### config.mk
export PLATFORM = sky130hd
export DESIGN_NAME = dma_chan_arbiter
export DESIGN_NICKNAME = d
export VERILOG_FILES = /design/src/rtl/dma_arb_pkg.sv /design/src/rtl/dma_arb_rank.sv /design/src/rtl/dma_arb_rot_ptr.sv /design/src/rtl/dma_arb_gap_timer.sv /design/src/rtl/dma_chan_arbiter.sv
export SDC_FILE = /design/constraint.sdc
export NUM_CORES = 1
export LEC_CHECK = 0
export ABC_AREA = 0
export BUFFER_PORTS_ARGS = -buffer_cell sky130_fd_sc_hd__buf_2
export CAP_MARGIN = 30
export CORE_MARGIN = 8
export CORE_UTILIZATION = 45
export DETAILED_ROUTE_END_ITERATION = 8
export HOLD_SLACK_MARGIN = 0.1
export SLEW_MARGIN = 30
export SYNTH_ARGS = -nofsm -noshare
export SYNTH_HDL_FRONTEND = slang
export SYNTH_SLANG_ARGS = --single-unit
### constraint.sdc
create_clock -name clk -period 5.05 [get_ports clk]
set_clock_uncertainty 0.05 [all_clocks]
set_input_delay 1.01 -clock clk [delete_from_list [all_inputs] [get_ports clk]]
set_output_delay 1.01 -clock clk [all_outputs]
set_load 0.1 [all_outputs]
### src/rtl/dma_arb_pkg.sv
package dma_arb_pkg;

   typedef enum logic [1:0] {
      ST_IDLE  = 2'd0,
      ST_BURST = 2'd1,
      ST_DEAD  = 2'd2,
      ST_GAP   = 2'd3
   } arb_state_t;

   localparam logic [1:0] POL_ROT_BYTE  = 2'b10;
   localparam logic [1:0] POL_ROT_BURST = 2'b11;

   // byte cap per burst: 1,2,3,4 then powers of two up to 64
   function automatic int unsigned burst_limit(input logic [2:0] code);
      if (code < 3'd4) return 32'(code) + 32'd1;
      return 32'd1 << (32'(code) - 32'd1);
   endfunction

   // idle clocks after a burst: 12,16,24 then 4<<code up to 512
   function automatic int unsigned gap_clocks(input logic [2:0] code);
      case (code)
         3'd0:    return 32'd12;
         3'd1:    return 32'd16;
         3'd2:    return 32'd24;
         default: return 32'd4 << code;
      endcase
   endfunction

endpackage

### src/rtl/dma_arb_rank.sv
// Picks the highest-ranked requester for a given rotation step.
module dma_arb_rank #(
   parameter int NUM_CH = 8,
   localparam int CH_W  = $clog2(NUM_CH)
) (
   input  logic [NUM_CH-1:0] req,
   input  logic [CH_W-1:0]   step,
   output logic [CH_W-1:0]   win,
   output logic              vld
);

   logic [CH_W-1:0] top_ch;

   assign top_ch = CH_W'(NUM_CH - 1) - step;
   assign vld    = |req;

   // walk from lowest rank to highest so the last hit wins
   always_comb begin
      win = '0;
      for (int i = NUM_CH - 1; i >= 0; i--) begin
         logic [CH_W-1:0] cand;
         cand = top_ch - CH_W'(i);
         if (req[cand]) win = cand;
      end
   end

endmodule

### src/rtl/dma_arb_rot_ptr.sv
// Rotation step register; a constant zero when rotation is not built.
module dma_arb_rot_ptr #(
   parameter int NUM_CH = 8,
   parameter bit ROT_EN = 1'b1,
   localparam int CH_W  = $clog2(NUM_CH)
) (
   input  logic            clk,
   input  logic            rst_n,
   input  logic            adv,
   output logic [CH_W-1:0] step
);

   generate
      if (ROT_EN) begin : g_rot
         logic [CH_W-1:0] step_q;
         always_ff @(posedge clk) begin
            if (!rst_n)   step_q <= '0;
            else if (adv) step_q <= step_q + 1'b1;
         end
         assign step = step_q;
      end else begin : g_fixed
         logic unused_rot;
         assign unused_rot = adv ^ clk ^ rst_n;
         assign step = '0;
      end
   endgenerate

endmodule

### src/rtl/dma_arb_gap_timer.sv
// Down-counter for the idle gap between bursts.
module dma_arb_gap_timer #(
   parameter int GAP_W = 9
) (
   input  logic             clk,
   input  logic             rst_n,
   input  logic             load,
   input  logic [GAP_W-1:0] load_val,
   output logic             done
);

   logic [GAP_W-1:0] cnt_q;

   always_ff @(posedge clk) begin
      if (!rst_n)            cnt_q <= '0;
      else if (load)         cnt_q <= load_val;
      else if (cnt_q != '0)  cnt_q <= cnt_q - 1'b1;
   end

   assign done = (cnt_q == '0);

endmodule

### src/rtl/dma_chan_arbiter.sv
module dma_chan_arbiter
   import dma_arb_pkg::*;
#(
   parameter int NUM_CH = 8,
   parameter bit ROT_EN = 1'b1
) (
   input  logic              clk,
   input  logic              rst_n,
   input  logic [NUM_CH-1:0] req,
   input  logic              byte_done,
   input  logic [1:0]        pol_mode,
   input  logic [2:0]        burst_code,
   input  logic [2:0]        gap_code,
   input  logic [1:0]        cpu_lvl,
   input  logic [1:0]        dma_lvl,
   input  logic              irq_pend,
   output logic [NUM_CH-1:0] grant,
   output logic              burst_act,
   output logic              dma_wins
);

   localparam int CH_W      = $clog2(NUM_CH);
   localparam int MAX_BURST = burst_limit(3'd7);
   localparam int BCNT_W    = $clog2(MAX_BURST + 1);
   localparam int MAX_GAP   = gap_clocks(3'd7);
   localparam int GAP_W     = $clog2(MAX_GAP);

   generate
      if (NUM_CH < 2 || (NUM_CH & (NUM_CH - 1)) != 0) begin : g_bad_num_ch
         $error("NUM_CH must be a power of two of at least 2");
      end
   endgenerate

   arb_state_t        state_q, state_d;
   logic [CH_W-1:0]   g_q, g_d;
   logic [BCNT_W-1:0] bcnt_q, bcnt_d, bcnt_inc, lim;
   logic [GAP_W-1:0]  gap_val;
   logic              allowed, rot_any, rot_byte, rot_burst, per_byte;
   logic [CH_W-1:0]   rot_step, step_now, step_next;
   logic [CH_W-1:0]   now_win, nxt_win;
   logic              now_vld, nxt_vld;
   logic              adv, burst_end, tmr_done;

   // ---------------- policy decode ----------------
   assign rot_any   = ROT_EN && pol_mode[1];
   assign rot_byte  = rot_any && (pol_mode == POL_ROT_BYTE);
   assign rot_burst = rot_any && (pol_mode == POL_ROT_BURST);
   assign per_byte  = !rot_burst;
   assign allowed   = (cpu_lvl <= dma_lvl);

   assign step_now  = rot_any  ? rot_step : '0;
   assign step_next = rot_byte ? rot_step + 1'b1 : step_now;

   assign lim      = BCNT_W'(burst_limit(burst_code));
   assign gap_val  = GAP_W'(gap_clocks(gap_code) - 32'd1);
   assign bcnt_inc = bcnt_q + 1'b1;

   // ---------------- ranking ----------------
   dma_arb_rank #(.NUM_CH(NUM_CH)) u_rank_now (
      .req  (req),
      .step (step_now),
      .win  (now_win),
      .vld  (now_vld)
   );

   dma_arb_rank #(.NUM_CH(NUM_CH)) u_rank_next (
      .req  (req),
      .step (step_next),
      .win  (nxt_win),
      .vld  (nxt_vld)
   );

   dma_arb_rot_ptr #(.NUM_CH(NUM_CH), .ROT_EN(ROT_EN)) u_rot (
      .clk   (clk),
      .rst_n (rst_n),
      .adv   (adv),
      .step  (rot_step)
   );

   dma_arb_gap_timer #(.GAP_W(GAP_W)) u_gap (
      .clk      (clk),
      .rst_n    (rst_n),
      .load     (burst_end),
      .load_val (gap_val),
      .done     (tmr_done)
   );

   // ---------------- burst state machine ----------------
   always_comb begin
      state_d   = state_q;
      g_d       = g_q;
      bcnt_d    = bcnt_q;
      burst_end = 1'b0;
      case (state_q)
         ST_IDLE: begin
            if (allowed && now_vld) begin
               state_d = ST_BURST;
               g_d     = now_win;
               bcnt_d  = '0;
            end
         end
         ST_GAP: begin
            if (tmr_done) begin
               if (allowed && now_vld) begin
                  state_d = ST_BURST;
                  g_d     = now_win;
                  bcnt_d  = '0;
               end else begin
                  state_d = ST_IDLE;
               end
            end
         end
         ST_BURST: begin
            if (byte_done) bcnt_d = bcnt_inc;
            if (!allowed || !req[g_q]) begin
               burst_end = 1'b1;
            end else if (byte_done && bcnt_inc >= lim) begin
               burst_end = 1'b1;
            end else if (byte_done && per_byte && nxt_vld && nxt_win != g_q) begin
               state_d = ST_DEAD;
               g_d     = nxt_win;
            end
            if (burst_end) state_d = ST_GAP;
         end
         ST_DEAD: begin
            state_d = ST_BURST;
         end
         default: state_d = ST_IDLE;
      endcase
   end

   assign adv = (rot_byte && state_q == ST_BURST && byte_done) ||
                (rot_burst && burst_end);

   always_ff @(posedge clk) begin
      if (!rst_n) begin
         state_q <= ST_IDLE;
         g_q     <= '0;
         bcnt_q  <= '0;
      end else begin
         state_q <= state_d;
         g_q     <= g_d;
         bcnt_q  <= bcnt_d;
      end
   end

   // ---------------- outputs ----------------
   always_comb begin
      grant = '0;
      if (state_q == ST_BURST) grant[g_q] = 1'b1;
   end

   assign burst_act = (state_q == ST_BURST) || (state_q == ST_DEAD);
   assign dma_wins  = irq_pend && allowed && (|req);

endmodule

==> results by group, run 1 <==
Status
  • Status: complete, no violations

Clock network
  • H-tree Lvls: 1
  • CTS tree: done
  • Root Driver: clkbuf_8
  • Clock tree sinks: 24
  • Maximum clock path buffer count: 2
  • Post CTS Setup Buffer Count: 0
  • Total CTS buffers: 3
  • Clock Pin Slew Worst Setup and Hold Paths: 0.09 ns
  • Post_cts resized: 0
  • Latest clock arrival within the worst-skew pair: 0.27 ns
  • CTS Hold Bufs: 0

Power
  • PD cells: 362 nW/um^2
  • Peak supply drop: 0.322 mV
  • Static Leak: 1.67 nW

STA
  • Number of hold violations in the final report: 0
  • FMAX: 0.220 GHz
  • Final Slew Violations: 0
  • Slew headroom: 53.5%
  • Final setup viols: 0
  • Slew @ Worst Pin: 0.690 ns
  • RSZ-0062 raised after global routing: no
  • Final setup TNS: 0 ns
  • Final worst path period share: 89.8%
  • Crit path time final: 4.54 ns

GRT
  • Total gr overflow: 0
  • Global-route wire length before repair: 16,200 um
  • Vias in the first global route: 3,370
  • Largest net degree at the start of global routing: 22
  • Global Route Usage Sum: 17.0%
  • Initial antenna violation count: 1

Placed design
  • Global placement routability congestion: 0.969
  • Area after DPL: 3860 um^2
  • DP HPWL: 7680 um
  • Placed Cells: 592
  • Port Buf Inserts: 33

Routing
  • Vias per Instance: 5.90
  • Drt first pass iters: 5
  • DRT antenna net count: 0
  • Drc violations: 0
  • Final WL: 9670 um
  • WL per Instance: 16.2 um
  • 1st-iter DRT viols: 198
  • Vias: 3,519

Worst setup path
  • Worst Path Required: 5.16 ns
  • Reg-to-reg startpoint: u_rot.step[0]
  • Crit-path max FO: 10
  • Kind of critical path: in -> reg
  • Setup crit start kind: input port
  • Crit. End Element: flop
  • Critical Path Start: pol_mode[0]
  • Critical Path AT: 4.65 ns

Hold path
  • Min-Delay Path Class: reg -> reg
  • Worst hold start: u_gap.cnt_q[0]

Floorplan
  • CORE AREA: 7730 um^2
  • Die Height: 105 um
  • Die X: 105 um
  • I/O pin total: 34
  • Die ar.: 11,100 um^2
  • # rows: 32
  • Starting Density: 46.5%

Cells and area
  • Finished Layout Cells: 596
  • Finished Cell Area: 3910 um^2
  • # diodes: 0
  • Fraction of final layout cells sized beyond drive strength 1: 16.0%
  • Area grow syn2layout: 8.88%
  • Nets: 541

Synthesis
  • Mapped Area: 3590 um^2
  • Yosys top cell by area: dfxtp_1
  • Syn Area/Cell: 7.70 um^2
  • Yosys top cell area share: 13.4%
  • Post-synth top cells: 53 x nand2_1, 38 x nor2_1, 28 x mux2i_1, 24 x dfxtp_1, 24 x inv_1
  • Flops & latches, synth: 24
  • Most numerous cell in the Yosys netlist: nand2_1
  • Post-synth EDFFs: 0
  • Yosys Warn Count: 0
  • Synth top area cells: dfxtp_1 13%, mux2i_1 7.8%, ha_1 7.7%
  • Cells after synthesis: 467
  • Synth Flop Type: dfxtp_1
  • Sequential-to-total area share from yosys stat: 13.4%
  • Asr flop ratio synth: 0%
  • Syn Nets: 513
  • Synth cell types: 75

Flow run
  • MaxCap Viol Count: 0
[per-layer routing]
layer  vias to the layer above  global-route usage [%]  part of all wire [%]
li1                       1790                       -                     -
met3                        14                    2.62                   3.2
met5                         -                       0                  0.13
met2                        77                    27.4                    46
met1                      1636                    23.4                    50
met4                         2                    3.57                   1.6
[where the power goes]
part	switching, W	internal (W)
Sequential	0.0000654	0.000240
Clock	0.0000620	0.0000696
Combinational	0.000607	0.000372
[final timing paths]
kind	to	slack, ns	cells after the start
max reg2reg	state_q[1]	0.68	14
max	state_q[1]	0.51	14
min	u_gap.cnt_q[0]	0.45	1
min reg2reg	u_gap.cnt_q[0]	0.45	1
[per-stage QoR]
stage | total power [W] | utilization, % | setup WS [ns] | hold WS (ns)
floorplan | 0.00108 | - | 0.498 | 0.404
global placement | 0.00127 | 49.9 | 0.402 | 0.436
detailed placement | 0.00128 | 49.9 | 0.274 | 0.437
CTS | 0.00142 | 50.6 | 0.565 | 0.457
global route | 0.00154 | 50.6 | 0.334 | 0.503
finish | 0.00142 | 50.6 | 0.514 | 0.451
[area by class of cell]
type,count,area [um^2]
Tap cell,102,128
Clock buffer,4,55.1
Timing Repair Buffer,40,218
Fill cell,790,3810
Sequential cell,24,480
Inverter,27,103
Multi-Input combinational cell,399,2930
[cells in the final DEF (no fill, tap or decap), types with 17 or more instances in the layout]
cell	Yosys	routed
mux2i_1	28	28
nand3_1	17	17
o21ai_0	23	23
nor2_1	38	38
a21oi_1	17	17
ha_1	22	22
inv_1	24	24
buf_2	2	33
dfxtp_1	24	24
nand2_1	53	53
[worst max-delay path: stages]
cell and delay [ns]:
buf_2 0.19, mux2_1 0.35, and2_1 0.26, ha_1 0.55
mux2_2 0.39, o21ai_0 0.24, o22ai_1 0.17, nand3b_1 0.21
a211oi_2 0.22, nor3_1 0.08, a311o_1 0.36, o31ai_4 0.28
a21oi_2 0.11, o221a_1 0.22
[sequential cells by signal, summed over array words and instances, names as in the netlist]
| signal | count |
|---|---|
| bcnt_q | 7 |
| u_gap.cnt_q | 9 |
| state_q | 2 |
| g_q | 3 |
| u_rot.step | 3 |
[cell families (layout without fill, tap and decap cells)]
group / Yosys count / in the layout / share of synthesized area [%]
AND/OR/NAND/NOR: 173 / 173 / 23.9
adder cells (fa/ha/maj): 22 / 22 / 7.66
AO/OA/AOI/OAI: 131 / 131 / 26.1
XOR/XNOR: 27 / 27 / 7.21
multiplexers: 46 / 46 / 16.6
buffers and inverters: 44 / 71 / 5.12
flip-flops: 24 / 24 / 13.4
Note: power is estimated with default switching activity, not from simulation.
==> run 2, diff against run 1 <==
- CORE_UTILIZATION: 45 -> 44
==> results by group, run 2 (same netlist as run 1, synthesis figures left out) <==
Hold path
  • Min-Delay Path Depth: 1 (unchanged)
  • Worst hold start: u_gap.cnt_q[0]
  • Min-Delay Path Class: reg -> reg
  • Worst Hold End: u_gap.cnt_q[0]

STA
  • Final setup TNS: 0 ns (unchanged)
  • Number of hold violations in the final report: 0 (unchanged)
  • Slew @ Worst Pin: 0.724 ns (+0.0335 ns)
  • Final worst path period share: 89.8% (about the same)
  • Slew headroom: 51.2% (-2.3 points)
  • Final setup viols: 0 (unchanged)
  • Final Slew Violations: 0 (unchanged)
  • FMAX: 0.220 GHz (about the same)
  • RSZ-0062 raised after global routing: no
  • Crit path time final: 4.54 ns (-0.00123 ns)

Placed design
  • Global placement routability congestion: 0.956 (-1.3%)
  • Port Buf Inserts: 33 (unchanged)
  • DP HPWL: 7740 um (+0.71%)
  • Area after DPL: 3860 um^2 (about the same)

Worst setup path
  • Slowest cell on the critical path: ha_1
  • Kind of critical path: in -> reg
  • Worst Path Required: 5.16 ns (about the same)
  • Sequence of cells on the critical path: buf_2 > mux2_1 > and2_1 > ha_1 > mux2_2 > o21ai_0 > o22ai_1 > nand3b_1 > o22ai_1 > nor3_1 > a311o_1 > o31ai_4 > a21oi_2 > o221a_1
  • Reg2Reg Depth: 14 (unchanged)
  • CP peak stage delay: 0.58 ns (+0.03 ns)
  • Critical Path AT: 4.64 ns (about the same)
  • FF-to-FF End: state_q[1]
  • Setup crit start kind: input port
  • Reg-to-reg startpoint: u_rot.step[0]
  • R2R setup slack: 0.70 ns (+0.02 ns)
  • Most frequent CP cell: o22ai_1
  • Crit-path max FO: 10 (unchanged)
  • Crit. End Element: flop

Routing
  • Vias per Instance: 5.96 (+1.0%)
  • Drc violations: 0 (unchanged)
  • Final WL: 9680 um (about the same)
  • 1st-iter DRT viols: 142 (-28%)
  • WL per Instance: 16.2 um (-0.24%)
  • DRT antenna net count: 0 (unchanged)
  • Drt first pass iters: 4 (-1)
  • Vias: 3,567 (+1.4%)

Clock network
  • Clock tree sinks: 24 (unchanged)
  • Total CTS buffers: 3 (unchanged)
  • Maximum clock path buffer count: 2 (unchanged)
  • Post_cts resized: 0 (unchanged)
  • CTS Hold Bufs: 0 (unchanged)
  • Clock Pin Slew Worst Setup and Hold Paths: 0.08 ns (about the same)
  • Post CTS Setup Buffer Count: 0 (unchanged)
  • Latest clock arrival within the worst-skew pair: 0.26 ns (about the same)
  • H-tree Lvls: 1 (unchanged)
  • Root Driver: clkbuf_8
  • CTS tree: done

GRT
  • Vias in the first global route: 3,427 (+1.7%)
  • Initial antenna violation count: 1 (unchanged)
  • Most used routing layer: met2
  • Largest net degree at the start of global routing: 22 (unchanged)
  • Met2 usage: 28.5% (+1.1 points)
  • Global-route wire length before repair: 16,200 um (-0.30%)
  • Met3 usage in global routing: 2.30% (-0.32 points)
  • Total gr overflow: 0 (unchanged)
  • Met1 usage: 22.0% (-1.4 points)
  • Global Route Usage Sum: 16.7% (-0.31 points)

Floorplan
  • # rows: 33 (+3.1%)
  • CORE AREA: 8050 um^2 (+4.2%)
  • Die ar.: 11,300 um^2 (+1.9%)
  • I/O pin total: 34 (unchanged)
  • Die Height: 106 um (+0.96%)
  • Die X: 106 um (+0.96%)
  • Starting Density: 44.6% (-1.9 points)

Cells and area
  • Number of flip-flops in the largest register: 9 (unchanged)
  • Fraction of final layout cells sized beyond drive strength 1: 15.8% (-0.17 points)
  • Fin util: 48.5% (-2.2 points)
  • Area grow syn2layout: 8.60%
  • Nets: 541 (unchanged)
  • # diodes: 0 (unchanged)
  • Fill count: 832 (+5.3%)
  • Finished Cell Area: 3900 um^2 (-0.26%)
  • Top flop regs: u_gap.cnt_q (9), bcnt_q (7)
  • Most frequent cells in the layout: 53 x nand2_1, 38 x nor2_1, 33 x buf_2
  • Area of the multi-input gates: 2930 um^2 (unchanged)
  • Most flops, register: u_gap.cnt_q
  • Commonest non-fill, non-tap cell in the layout: nand2_1
  • Register area: 480 um^2 (unchanged)

Power
  • Static Leak: 1.66 nW (-0.43%)
  • PD cells: 357 nW/um^2 (-1.4%)
  • Peak supply drop: 0.334 mV (+3.5%)

Flow run
  • MaxCap Viol Count: 0 (unchanged)

Status
  • Status: complete, no violations
-- run 2: changes by cell type in the layout (fill, tap and decap cells not counted), sizes merged --
cell / previous run / this run
clkbuf: 4 / 3
-- run 2: power by group --
group	internal [W]	switching, W
sequential	0.000240	0.0000656
combinational	0.000372	0.000604
clock	0.0000533	0.0000574
-- run 2: area by class of cell --
class,instances,share of cell area (%)
well taps,105,3.37
repair buffers,40,5.58
flip-flops and latches,24,12.3
inverters,27,2.63
clock buffers,3,1.06
multi-input cells,399,75.1
-- run 2: how the worst max path moves through the flow --
stage | startpoint | slack [ns] | cells after the start | end
2_1_floorplan | burst_code[0] | 0.50 | 23 | u_gap.cnt_q[8]
3_3_place_gp | pol_mode[0] | 0.39 | 14 | state_q[1]
3_5_place_dp | pol_mode[0] | 0.28 | 14 | state_q[1]
4_1_cts | pol_mode[0] | 0.56 | 14 | state_q[1]
5_1_grt | pol_mode[0] | 0.35 | 14 | state_q[1]
6_report | pol_mode[0] | 0.51 | 14 | state_q[1]
-- run 2: metrics by stage --
step	power [W]	std cells	setup WS (ns)	hold slack, ns
after floorplan	0.00108	467	0.498	0.404
after global placement	0.00127	595	0.394	0.437
after detailed placement	0.00128	595	0.283	0.443
after CTS	0.00139	598	0.557	0.460
after global routing	0.00151	598	0.354	0.503
final	0.00139	598	0.515	0.456
-- run 2: worst max-delay path, delay by kind of cell --
| family | cells | cell delay, ns |
|---|---|---|
| AOI/OAI and AO/OA | 7 | 1.53 |
| adders and majority gates | 1 | 0.58 |
| buffers and inverters | 1 | 0.19 |
| muxes | 2 | 0.76 |
| and+or+nand+nor | 3 | 0.56 |
-- run 2: per-layer routing --
metal	up-vias	routed length (um)	part of all wire, %
met5	-	11	0.11
met4	2	136	1.4
met3	14	359	3.7
met2	83	4490	46
met1	1668	4680	48
li1	1800	-	-
